File: src/rtl/rxd_pkg.sv
// Shared types and constants for the receive descriptor-ring channel.
// Assumes a 32-bit status layout with the state/error code in bits 31:28.
package rxd_pkg;

    typedef enum logic [2:0] {
        S_DIS,
        S_WAIT,
        S_FETCH,
        S_RECV,
        S_NEXT,
        S_DROP,
        S_HDR,
        S_STOP
    } rx_state_t;

    localparam logic [3:0] CODE_DIS  = 4'd0;
    localparam logic [3:0] CODE_ACT  = 4'd1;
    localparam logic [3:0] CODE_IDLE = 4'd2;
    localparam logic [3:0] CODE_STOP = 4'd3;

    localparam logic [3:0] ERR_NONE = 4'd0;
    localparam logic [3:0] ERR_OVF  = 4'd2;

    localparam int CTL_EN_BIT = 0;
    localparam int CTL_OC_BIT = 10;
    localparam int EOT_BIT    = 28;

    // Map an internal state onto the software-visible state code.
    function automatic logic [3:0] state_code(input rx_state_t s);
        case (s)
            S_DIS:   return CODE_DIS;
            S_WAIT:  return CODE_IDLE;
            S_STOP:  return CODE_STOP;
            default: return CODE_ACT;
        endcase
    endfunction

endpackage

File: src/rtl/rxd_ctrl_fields.sv
// Splits the control word into enable, header offset and overflow-continue.
// Assumes the offset field sits at bits 7:1; other bits are ignored here.
module rxd_ctrl_fields #(
    parameter int OFS_W = 7
) (
    input  logic [31:0]      ctrl,
    output logic             en,
    output logic             oc,
    output logic [OFS_W-1:0] ofs
);
    import rxd_pkg::*;

    logic unused_ctrl_bits;

    // Field extraction.
    always_comb begin
        en  = ctrl[CTL_EN_BIT];
        oc  = ctrl[CTL_OC_BIT];
        ofs = ctrl[OFS_W:1];
    end

    // Bits with no function in this channel (including parity disable).
    assign unused_ctrl_bits = ^{ctrl[31:CTL_OC_BIT+1], ctrl[CTL_OC_BIT-1:OFS_W+1]};
endmodule

File: src/rtl/rxd_hdr_pack.sv
// Packs length, overflow flag and descriptor count into the header word.
// Assumes LEN_W <= 16 and DC_W <= 4 so the fields do not collide.
module rxd_hdr_pack #(
    parameter int LEN_W = 16,
    parameter int DC_W  = 4
) (
    input  logic [LEN_W-1:0] len,
    input  logic             ovf,
    input  logic [DC_W-1:0]  dcnt,
    output logic [31:0]      word
);
    localparam int OVF_POS  = 23;
    localparam int DCNT_POS = 24;

    // Place each field at its fixed bit position.
    always_comb begin
        word = '0;
        word[LEN_W-1:0] = len;
        word[OVF_POS] = ovf;
        word[DCNT_POS +: DC_W] = dcnt;
    end
endmodule

File: src/rtl/rxd_byte_lane.sv
// Turns one byte write at a byte address into a word-aligned strobed write.
// Assumes a 32-bit memory port; the byte is replicated on every lane.
module rxd_byte_lane #(
    parameter int AW = 32
) (
    input  logic          wr,
    input  logic [AW-1:0] baddr,
    input  logic [7:0]    bval,
    output logic          wen,
    output logic [AW-1:0] waddr,
    output logic [31:0]   wdata,
    output logic [3:0]    wstrb
);
    localparam int LANES = 4;

    assign wen   = wr;
    assign waddr = {baddr[AW-1:2], 2'b00};

    for (genvar l = 0; l < LANES; l++) begin : g_lane
        // Drive one lane's data and select its strobe.
        assign wdata[8*l +: 8] = bval;
        assign wstrb[l] = wr && (baddr[1:0] == 2'(l));
    end
endmodule

File: src/rtl/rxd_rx_channel.sv
// Receive channel: fetches ring descriptors on demand, scatters a frame's
// bytes over their buffers, then writes a status header into the first one.
// Assumes descriptors are returned whole on desc_ack and memory writes
// are always accepted.
module rxd_rx_channel #(
    parameter int AW     = 32,
    parameter int PW     = 13,
    parameter int DESC_B = 16,
    parameter int BC_W   = 15,
    parameter int LEN_W  = 16,
    parameter int DC_W   = 4,
    parameter int OFS_W  = 7
) (
    input  logic              clk,
    input  logic              rst_n,
    input  logic [31:0]       ctrl_word,
    input  logic [PW-1:0]     last_ptr,
    input  logic [AW-1:0]     ring_base,
    input  logic              s_valid,
    output logic              s_ready,
    input  logic [7:0]        s_data,
    input  logic              s_last,
    output logic              desc_req,
    output logic [AW-1:0]     desc_addr,
    input  logic              desc_ack,
    input  logic [DESC_B*8-1:0] desc_data,
    output logic              mem_wen,
    output logic [AW-1:0]     mem_addr,
    output logic [31:0]       mem_wdata,
    output logic [3:0]        mem_wstrb,
    output logic [31:0]       status0,
    output logic [31:0]       status1
);
    import rxd_pkg::*;

    localparam int DW      = DESC_B * 8;
    localparam int HDR_B   = 4;
    localparam int W1_LSB  = 32;
    localparam int W2_LSB  = 64;
    localparam int STAT_PAD = 28 - PW;

    rx_state_t          st;
    logic [PW-1:0]      cur_off, act_off, nxt_off;
    logic [AW-1:0]      buf_addr, hdr_addr;
    logic [BC_W-1:0]    buf_cnt, pos;
    logic               first, ovf;
    logic [LEN_W-1:0]   len;
    logic [DC_W-1:0]    dcnt;
    logic [3:0]         err;
    logic [1:0]         hidx;

    logic               en, oc;
    logic [OFS_W-1:0]   ofs;
    logic               d_eot;
    logic [BC_W-1:0]    d_cnt;
    logic [AW-1:0]      d_baddr;
    logic               room, acc;
    logic [31:0]        hdr_word;
    logic               wr_byte;
    logic [AW-1:0]      wr_baddr;
    logic [7:0]         wr_val;
    logic               unused_desc_bits;

    rxd_ctrl_fields #(.OFS_W(OFS_W)) ctl_i (
        .ctrl (ctrl_word),
        .en   (en),
        .oc   (oc),
        .ofs  (ofs)
    );

    rxd_hdr_pack #(.LEN_W(LEN_W), .DC_W(DC_W)) hdr_i (
        .len  (len),
        .ovf  (ovf),
        .dcnt (dcnt),
        .word (hdr_word)
    );

    rxd_byte_lane #(.AW(AW)) lane_i (
        .wr    (wr_byte),
        .baddr (wr_baddr),
        .bval  (wr_val),
        .wen   (mem_wen),
        .waddr (mem_addr),
        .wdata (mem_wdata),
        .wstrb (mem_wstrb)
    );

    // Descriptor field extraction.
    always_comb begin
        d_eot   = desc_data[EOT_BIT];
        d_cnt   = desc_data[W1_LSB +: BC_W];
        d_baddr = desc_data[W2_LSB +: AW];
    end

    assign unused_desc_bits = ^{desc_data[DW-1:W2_LSB+AW], desc_data[W2_LSB-1:W1_LSB+BC_W],
                                desc_data[31:EOT_BIT+1], desc_data[EOT_BIT-1:0]};

    // Stream handshake: take bytes while buffer space remains or while dropping.
    always_comb begin
        room    = (pos < buf_cnt);
        s_ready = ((st == S_RECV) && room) || (st == S_DROP);
        acc     = s_valid && s_ready;
    end

    // Descriptor read request for the descriptor in use.
    always_comb begin
        desc_req  = (st == S_FETCH);
        desc_addr = ring_base + AW'(act_off);
    end

    // Select the byte to write: payload in receive, header in header phase.
    always_comb begin
        wr_byte  = 1'b0;
        wr_baddr = '0;
        wr_val   = '0;
        if (st == S_RECV && acc) begin
            wr_byte  = 1'b1;
            wr_baddr = buf_addr + AW'(pos);
            wr_val   = s_data;
        end else if (st == S_HDR) begin
            wr_byte  = 1'b1;
            wr_baddr = hdr_addr + AW'(hidx);
            wr_val   = hdr_word[{hidx, 3'b000} +: 8];
        end
    end

    // Status words seen by software.
    always_comb begin
        status0 = {state_code(st), {STAT_PAD{1'b0}}, cur_off};
        status1 = {err, {STAT_PAD{1'b0}}, act_off};
    end

    // Channel sequencer: ring walk, scatter, overflow and header commit.
    always_ff @(posedge clk) begin
        if (!rst_n) begin
            st       <= S_DIS;
            cur_off  <= '0;
            act_off  <= '0;
            nxt_off  <= '0;
            buf_addr <= '0;
            hdr_addr <= '0;
            buf_cnt  <= '0;
            pos      <= '0;
            first    <= 1'b0;
            ovf      <= 1'b0;
            len      <= '0;
            dcnt     <= '0;
            err      <= ERR_NONE;
            hidx     <= '0;
        end else if (!en) begin
            st      <= S_DIS;
            cur_off <= '0;
            err     <= ERR_NONE;
        end else begin
            case (st)
                S_DIS: st <= S_WAIT;
                S_WAIT: begin
                    if (cur_off != last_ptr && s_valid) begin
                        act_off <= cur_off;
                        first   <= 1'b1;
                        len     <= '0;
                        dcnt    <= '0;
                        ovf     <= 1'b0;
                        st      <= S_FETCH;
                    end
                end
                S_FETCH: begin
                    if (desc_ack) begin
                        buf_addr <= d_baddr;
                        buf_cnt  <= d_cnt;
                        nxt_off  <= d_eot ? '0 : act_off + PW'(DESC_B);
                        if (first) begin
                            hdr_addr <= d_baddr + AW'(ofs);
                            pos      <= BC_W'(ofs) + BC_W'(HDR_B);
                        end else begin
                            pos <= '0;
                            if (dcnt != '1) dcnt <= dcnt + DC_W'(1);
                        end
                        first <= 1'b0;
                        st    <= S_RECV;
                    end
                end
                S_RECV: begin
                    if (!room) begin
                        act_off <= nxt_off;
                        st      <= S_NEXT;
                    end else if (acc) begin
                        len <= len + LEN_W'(1);
                        pos <= pos + BC_W'(1);
                        if (s_last) begin
                            hidx <= '0;
                            st   <= S_HDR;
                        end else if (pos + BC_W'(1) == buf_cnt) begin
                            act_off <= nxt_off;
                            st      <= S_NEXT;
                        end
                    end
                end
                S_NEXT: begin
                    if (act_off == last_ptr) begin
                        if (oc) begin
                            ovf <= 1'b1;
                            st  <= S_DROP;
                        end else begin
                            err <= ERR_OVF;
                            st  <= S_STOP;
                        end
                    end else begin
                        st <= S_FETCH;
                    end
                end
                S_DROP: begin
                    if (acc) begin
                        len <= len + LEN_W'(1);
                        if (s_last) begin
                            hidx <= '0;
                            st   <= S_HDR;
                        end
                    end
                end
                S_HDR: begin
                    hidx <= hidx + 2'd1;
                    if (hidx == 2'd3) begin
                        cur_off <= nxt_off;
                        st      <= S_WAIT;
                    end
                end
                default: st <= S_STOP;
            endcase
        end
    end
endmodule

File: config.mk
export PLATFORM = sky130hd
export DESIGN_NAME = rxd_rx_channel
export DESIGN_NICKNAME = d
export VERILOG_FILES = /design/src/rtl/rxd_pkg.sv /design/src/rtl/rxd_ctrl_fields.sv /design/src/rtl/rxd_hdr_pack.sv /design/src/rtl/rxd_byte_lane.sv /design/src/rtl/rxd_rx_channel.sv
export SDC_FILE = /design/constraint.sdc
export NUM_CORES = 1
export LEC_CHECK = 0
export ABC_AREA = 1
export BUFFER_PORTS_ARGS = -buffer_cell sky130_fd_sc_hd__buf_2
export CORE_MARGIN = 3
export CORE_UTILIZATION = 50
export DETAILED_ROUTE_END_ITERATION = 7
export HOLD_SLACK_MARGIN = 0.03
export MAX_ROUTING_LAYER = met4
export PLACE_DENSITY = 0.77
export REMOVE_ABC_BUFFERS = 1
export SETUP_SLACK_MARGIN = 0.1
export SYNTH_ARGS = -nofsm -noshare
export SYNTH_HDL_FRONTEND = slang
export SYNTH_HIERARCHICAL = 1
export SYNTH_SLANG_ARGS = --single-unit
File: constraint.sdc
create_clock -name clk -period 3.7 [get_ports clk]
set_input_delay 0.74 -clock clk [delete_from_list [all_inputs] [get_ports clk]]
set_output_delay 0.74 -clock clk [all_outputs]
set_load 0.1 [all_outputs]
# After elaboration in Yosys (flattened, before gate mapping)
# Cells that the tools add are included.
# word_totals
register_bits,161
latchBits,0
mem_bits_rw,0
mem_bits_ro,0
in_bits,218
out_inout_bits,167
word_cells,138
n_memories,0
# classes
add_sub_neg,10
n_mul,0
n_div,0
magnitude_cmp,1
eq_ne,30
shift,1
mux,51
bitwise_logic,1
reduce_logical,30
# op_table
cell,n
$mux W13,6
$mux W32,2
$mux W16,3
$pmux W16 S3,1
$mux W15,3
$add A32 B13 Y32,1
$add A32 B15 Y32,1
$add A32 B2 Y32,1
$add A32 B7 Y32,1
$shiftx A32 B6 Y8,1
$mux W3,10
$pmux W15 S2,1
$pmux W13 S2,1
$mux W8,3
$pmux W3 S7,1
$add A16 B1 Y16 const B,1
$mux W4,4
$ne A2 B2 Y1 const B,8
$add A15 B1 Y15 const B,1
$eq A15 B15 Y1,1
$lt A15 B15 Y1,1
$add A13 B5 Y13 const B,1
$eq A13 B13 Y1,1
$ne A13 B13 Y1,1
31 further kinds,69

# Logic depth before layout (Yosys ltp)
# logic_depth
word_depth,8
depth_mapped,18
mapped_depth_nobuf,17

# By module
# The synthesis kept the hierarchy.
# by_module_without_submodules
mod,instances,cells_per_inst,area_each_um2,seq_area_each_um2
rxd_rx_channel,1,2044,12964.9,3223.1
rxd_byte_lane,1,74,521.8,0.0
rxd_hdr_pack,1,33,244.0,0.0
rxd_ctrl_fields,1,9,67.6,0.0

# Worst setup path before layout
# No wires, ideal clock.
# synth_path
path_kind,reg-to-output
from,register act_off[0]
to,output desc_addr[18]
arrival_time_ps,4404
t_required_ps,2960
slack_ps,-1444
stages_incl_launch_ff,13
n_path_buf,0
cell_sequence,dfxtp_1 ha_1 inv_1 fa_1 inv_1 nand3_1 nand2_1 a21oi_1 o21ai_1 a21boi_0 o21bai_1 nand2_1 xnor2_1
# synth_via
elab_chain_cells,1
# synth_rtl
item,line,text
start: declaration,rxd_rx_channel.sv:43,"logic [PW-1:0] cur_off, act_off, nxt_off;"
start signal: assignment,rxd_rx_channel.sv:159,act_off <= cur_off;
start signal: assignment,rxd_rx_channel.sv:185,act_off <= nxt_off;
start signal: assignment,rxd_rx_channel.sv:194,act_off <= nxt_off;
$add A32 B13 Y32,rxd_rx_channel.sv:108,desc_addr = ring_base + AW'(act_off);
end: declaration,rxd_rx_channel.sv:24,"output logic [AW-1:0] desc_addr,"
# No other way between the ends.

# Worst setup path in the final report
# layout_path
from,input ring_base[0]
to,output desc_addr[24]
# layout_via
elab_chain_cells,1
# layout_rtl
item,line,text
start: declaration,rxd_rx_channel.sv:18,"input logic [AW-1:0] ring_base,"
$add A32 B13 Y32,rxd_rx_channel.sv:108,
# No other way between the ends.

==> metrics.cfg <==
[global_route]
grt_pass1_vias = 14070
grt_max_degree = 57
grt_remaining_overflow = 0
antenna_found_initial = 0
grt_pass1_wl_mm = 70.08
grtUsageTotal = 0.3013

[floorplan]
core_um2 = 27030
initial_core_util = 0.5106
die_w_um = 172.1
ios = 385
die_h_um = 172.1
dieArea_um2 = 29630
rows = 60

[place]
place_congestion = 0.9501
dp_hpwl_mm = 34.58
numPortBuffers = 244

[cts]
clk_latency_ns = 0.44
clk_path_buf_depth = 2
numCtsBuffers = 17
htree_num_levels = 4
cts.clk_slew.worst_paths_ns = 0.07
cts_tree = yes
hold_buffers = 0
cts_root_buf = clkbuf_16
cts_sinks = 161

[worst_setup_path]
rrSetupSlack_ns = 1.15
max_stage_delay_ns = 0.36
cp_slowest_cell = fa_2
path_buf_inv = 5
worstSetupPathType = input pin to primary output
worstPathMaxFanout = 2
critPathCaptureType = primary output
cp_cell_sequence = buf_6 -> ha_4 -> inv_2 -> fa_2 -> inv_2 -> nand3_2 -> nand2_2 -> a21oi_2 -> o21ai_2 -> buf_4 -> nand3_2 -> o211ai_1 -> nand2_1 -> nor2_2 -> xor2_1 -> clkbuf_16
rr_endpoint = hdr_addr[7]
critPathLaunchType = input pin
critPathRequiredTime_ns = 2.96
r2r_start = st[1]
critPathTopFamily = buffers and inverters
cp.arrival_ns = 2.88
r2r_cells = 11

[sta]
hold_viol_final = 0
rsz0062_at_grt = true
clock.fmax_mhz = 276.4
fin_tns_setup_ns = 0
period_needed_ns = 3.618
drv_slew = 0
setup-violations-final = 0
period_share = 0.9779
relSlewSlack = 0.4407
fin_hold_ws_ns = 0.4698
finClkSkew_ns = 0.01177
worst_slew_pin_slew_ns = 0.8377

[logic_synthesis]
synth_top_area_frac = 0.2336
yosysWarnings = 6
synth.most_common_cell = nand2_1
synth_edf_count = 0
async_reset_ff_frac = 0
ys_top_cells_by_area = dfxtp_1, nand2_1, buf_4
yosysTopAreaCell = dfxtp_1
avgSynthCellArea_um2 = 6.388
ys_types = 52
netlist_area_um2 = 13800
ys_seq_area_frac = 0.2336
synth_ff_type = dfxtp_1
synthesis.instances = 2160
ys_ff_latch = 161
synthTopCellsByCount = nand2_1, inv_1, nor2_1

[power_and_ir_drop]
ir_drop_mv = 0.2496
powerDensity_nw_per_um2 = 282.1
leakagePower_nw = 7.682

[worst_hold_path]
min_to = err[1]
hold_start = err[1]
hold_class = register to register
hold_depth = 1

[final_layout]
layout-drive-gt1-share = 0.2526
multi_input_area_um2 = 9269
diodes = 0
area_growth_pct = 30.04
nFillCells = 2293
nets = 2638
seq_area_um2 = 3261

[route]
vias_per_cell = 5.603
dr.pass1.iters = 6
ant_nets = 0
drt_iter0_markers = 1503
drc = 0
num_vias = 15200
wl_mm = 46.17
wl_per_cell_um = 17.02

[run_status]
status = finished clean

[job]
maxCapViolations = 0

==> layout by cell type (no fill, tap or decap), types with 32 or more instances in the layout <==
cell type	synthesis	layout
conb_1	3	48
buf_12	0	88
ha_1	58	38
nor3_1	56	51
a21oi_1	169	161
nand2_2	8	32
o21ai_0	144	132
inv_1	231	214
buf_2	9	154
nand2_1	444	414
dfxtp_1	161	133
nand4_1	41	41
nor2_1	223	208
nand3_1	131	119
xor2_1	67	63
buf_4	146	79
xnor2_1	47	44
==> routing by layer <==
layer  vias to the layer above  GRT usage  wire [um]  part of all wire
met3                       122    0.04801       3870             0.084
met1                      6991     0.3748      18790              0.41
li1                       7323          -          -                 -
met5                         -          -          0                 0
met2                       760     0.4969      22000              0.48
met4                         0     0.1086       1500             0.032
==> flip-flops by register name, summed over array words and instances, names as in the netlist, 3 cells and up <==
register  flops
st            3
cur_off      13
buf_cnt      15
act_off      13
nxt_off      13
hdr_addr     32
buf_addr     32
pos          15
dcnt          4
len          16
==> cell type report <==
type                    count  share of cell area
inverters                 242             0.05076
multi-input cells        1598              0.5166
clock buffers              17             0.02371
repair buffers            338              0.1925
flip-flops and latches    161              0.1817
clock inverters            15             0.01095
well taps                 341             0.02378
==> worst max-delay path by stage <==
stage / endpoint / slack, ns / cells past startpoint / start
6_report: desc_addr[24] / 0.08 / 16 / ring_base[0]
3_3_place_gp: desc_addr[18] / -0.07 / 15 / ring_base[0]
2_1_floorplan: mem_wdata[0] / -2.27 / 11 / buf_cnt[8]
4_1_cts: mem_addr[20] / 0.07 / 14 / buf_addr[0]
3_5_place_dp: desc_addr[18] / -0.11 / 15 / ring_base[0]
5_1_grt: desc_addr[24] / -0.02 / 15 / act_off[0]
==> report_power, final <==
group	leakage, nW	switching (W)	total, W	internal (W)
Combinational	6.06	0.000996	0.00135	0.000355
Clock	0.306	0.000819	0.00191	0.00109
Sequential	1.31	0.0000419	0.00181	0.00176
Total	7.68	0.00186	0.00506	0.00321
==> logic make-up after synthesis <==
kind of cell	count (synthesis)	share of synthesized area
AO/OA/AOI/OAI	398	0.1591
XOR/XNOR	114	0.07236
adder cells (fa/ha/maj)	62	0.05840
buffers and inverters	446	0.1640
flip-flops	161	0.2336
other	3	0.0008160
AND/OR/NAND/NOR	976	0.3117
==> stage by stage <==
stage	worst slack, ns	utilization	total power [W]	cells	instance area (um^2)
2_1_floorplan	-2.270	-	0.002740	2001	12610
3_3_place_gp	-0.06749	0.5975	0.003104	2648	16150
3_5_place_dp	-0.1056	0.5975	0.003118	2648	16150
4_1_cts	0.07197	0.6413	0.005017	2697	17330
5_1_grt	-0.02385	0.6639	0.005227	2712	17940
6_report	0.08187	0.6639	0.005062	2712	17940
==> timing repair <==
action | CTS | global route
setup buffers | 17 | 14
pin swaps | 34 | 53
endpoints found under the setup margin | 76 | 84
gates resized for setup | 102 | 132
gates cloned | 0 | 1
Note: power is estimated with default switching activity, not from simulation.
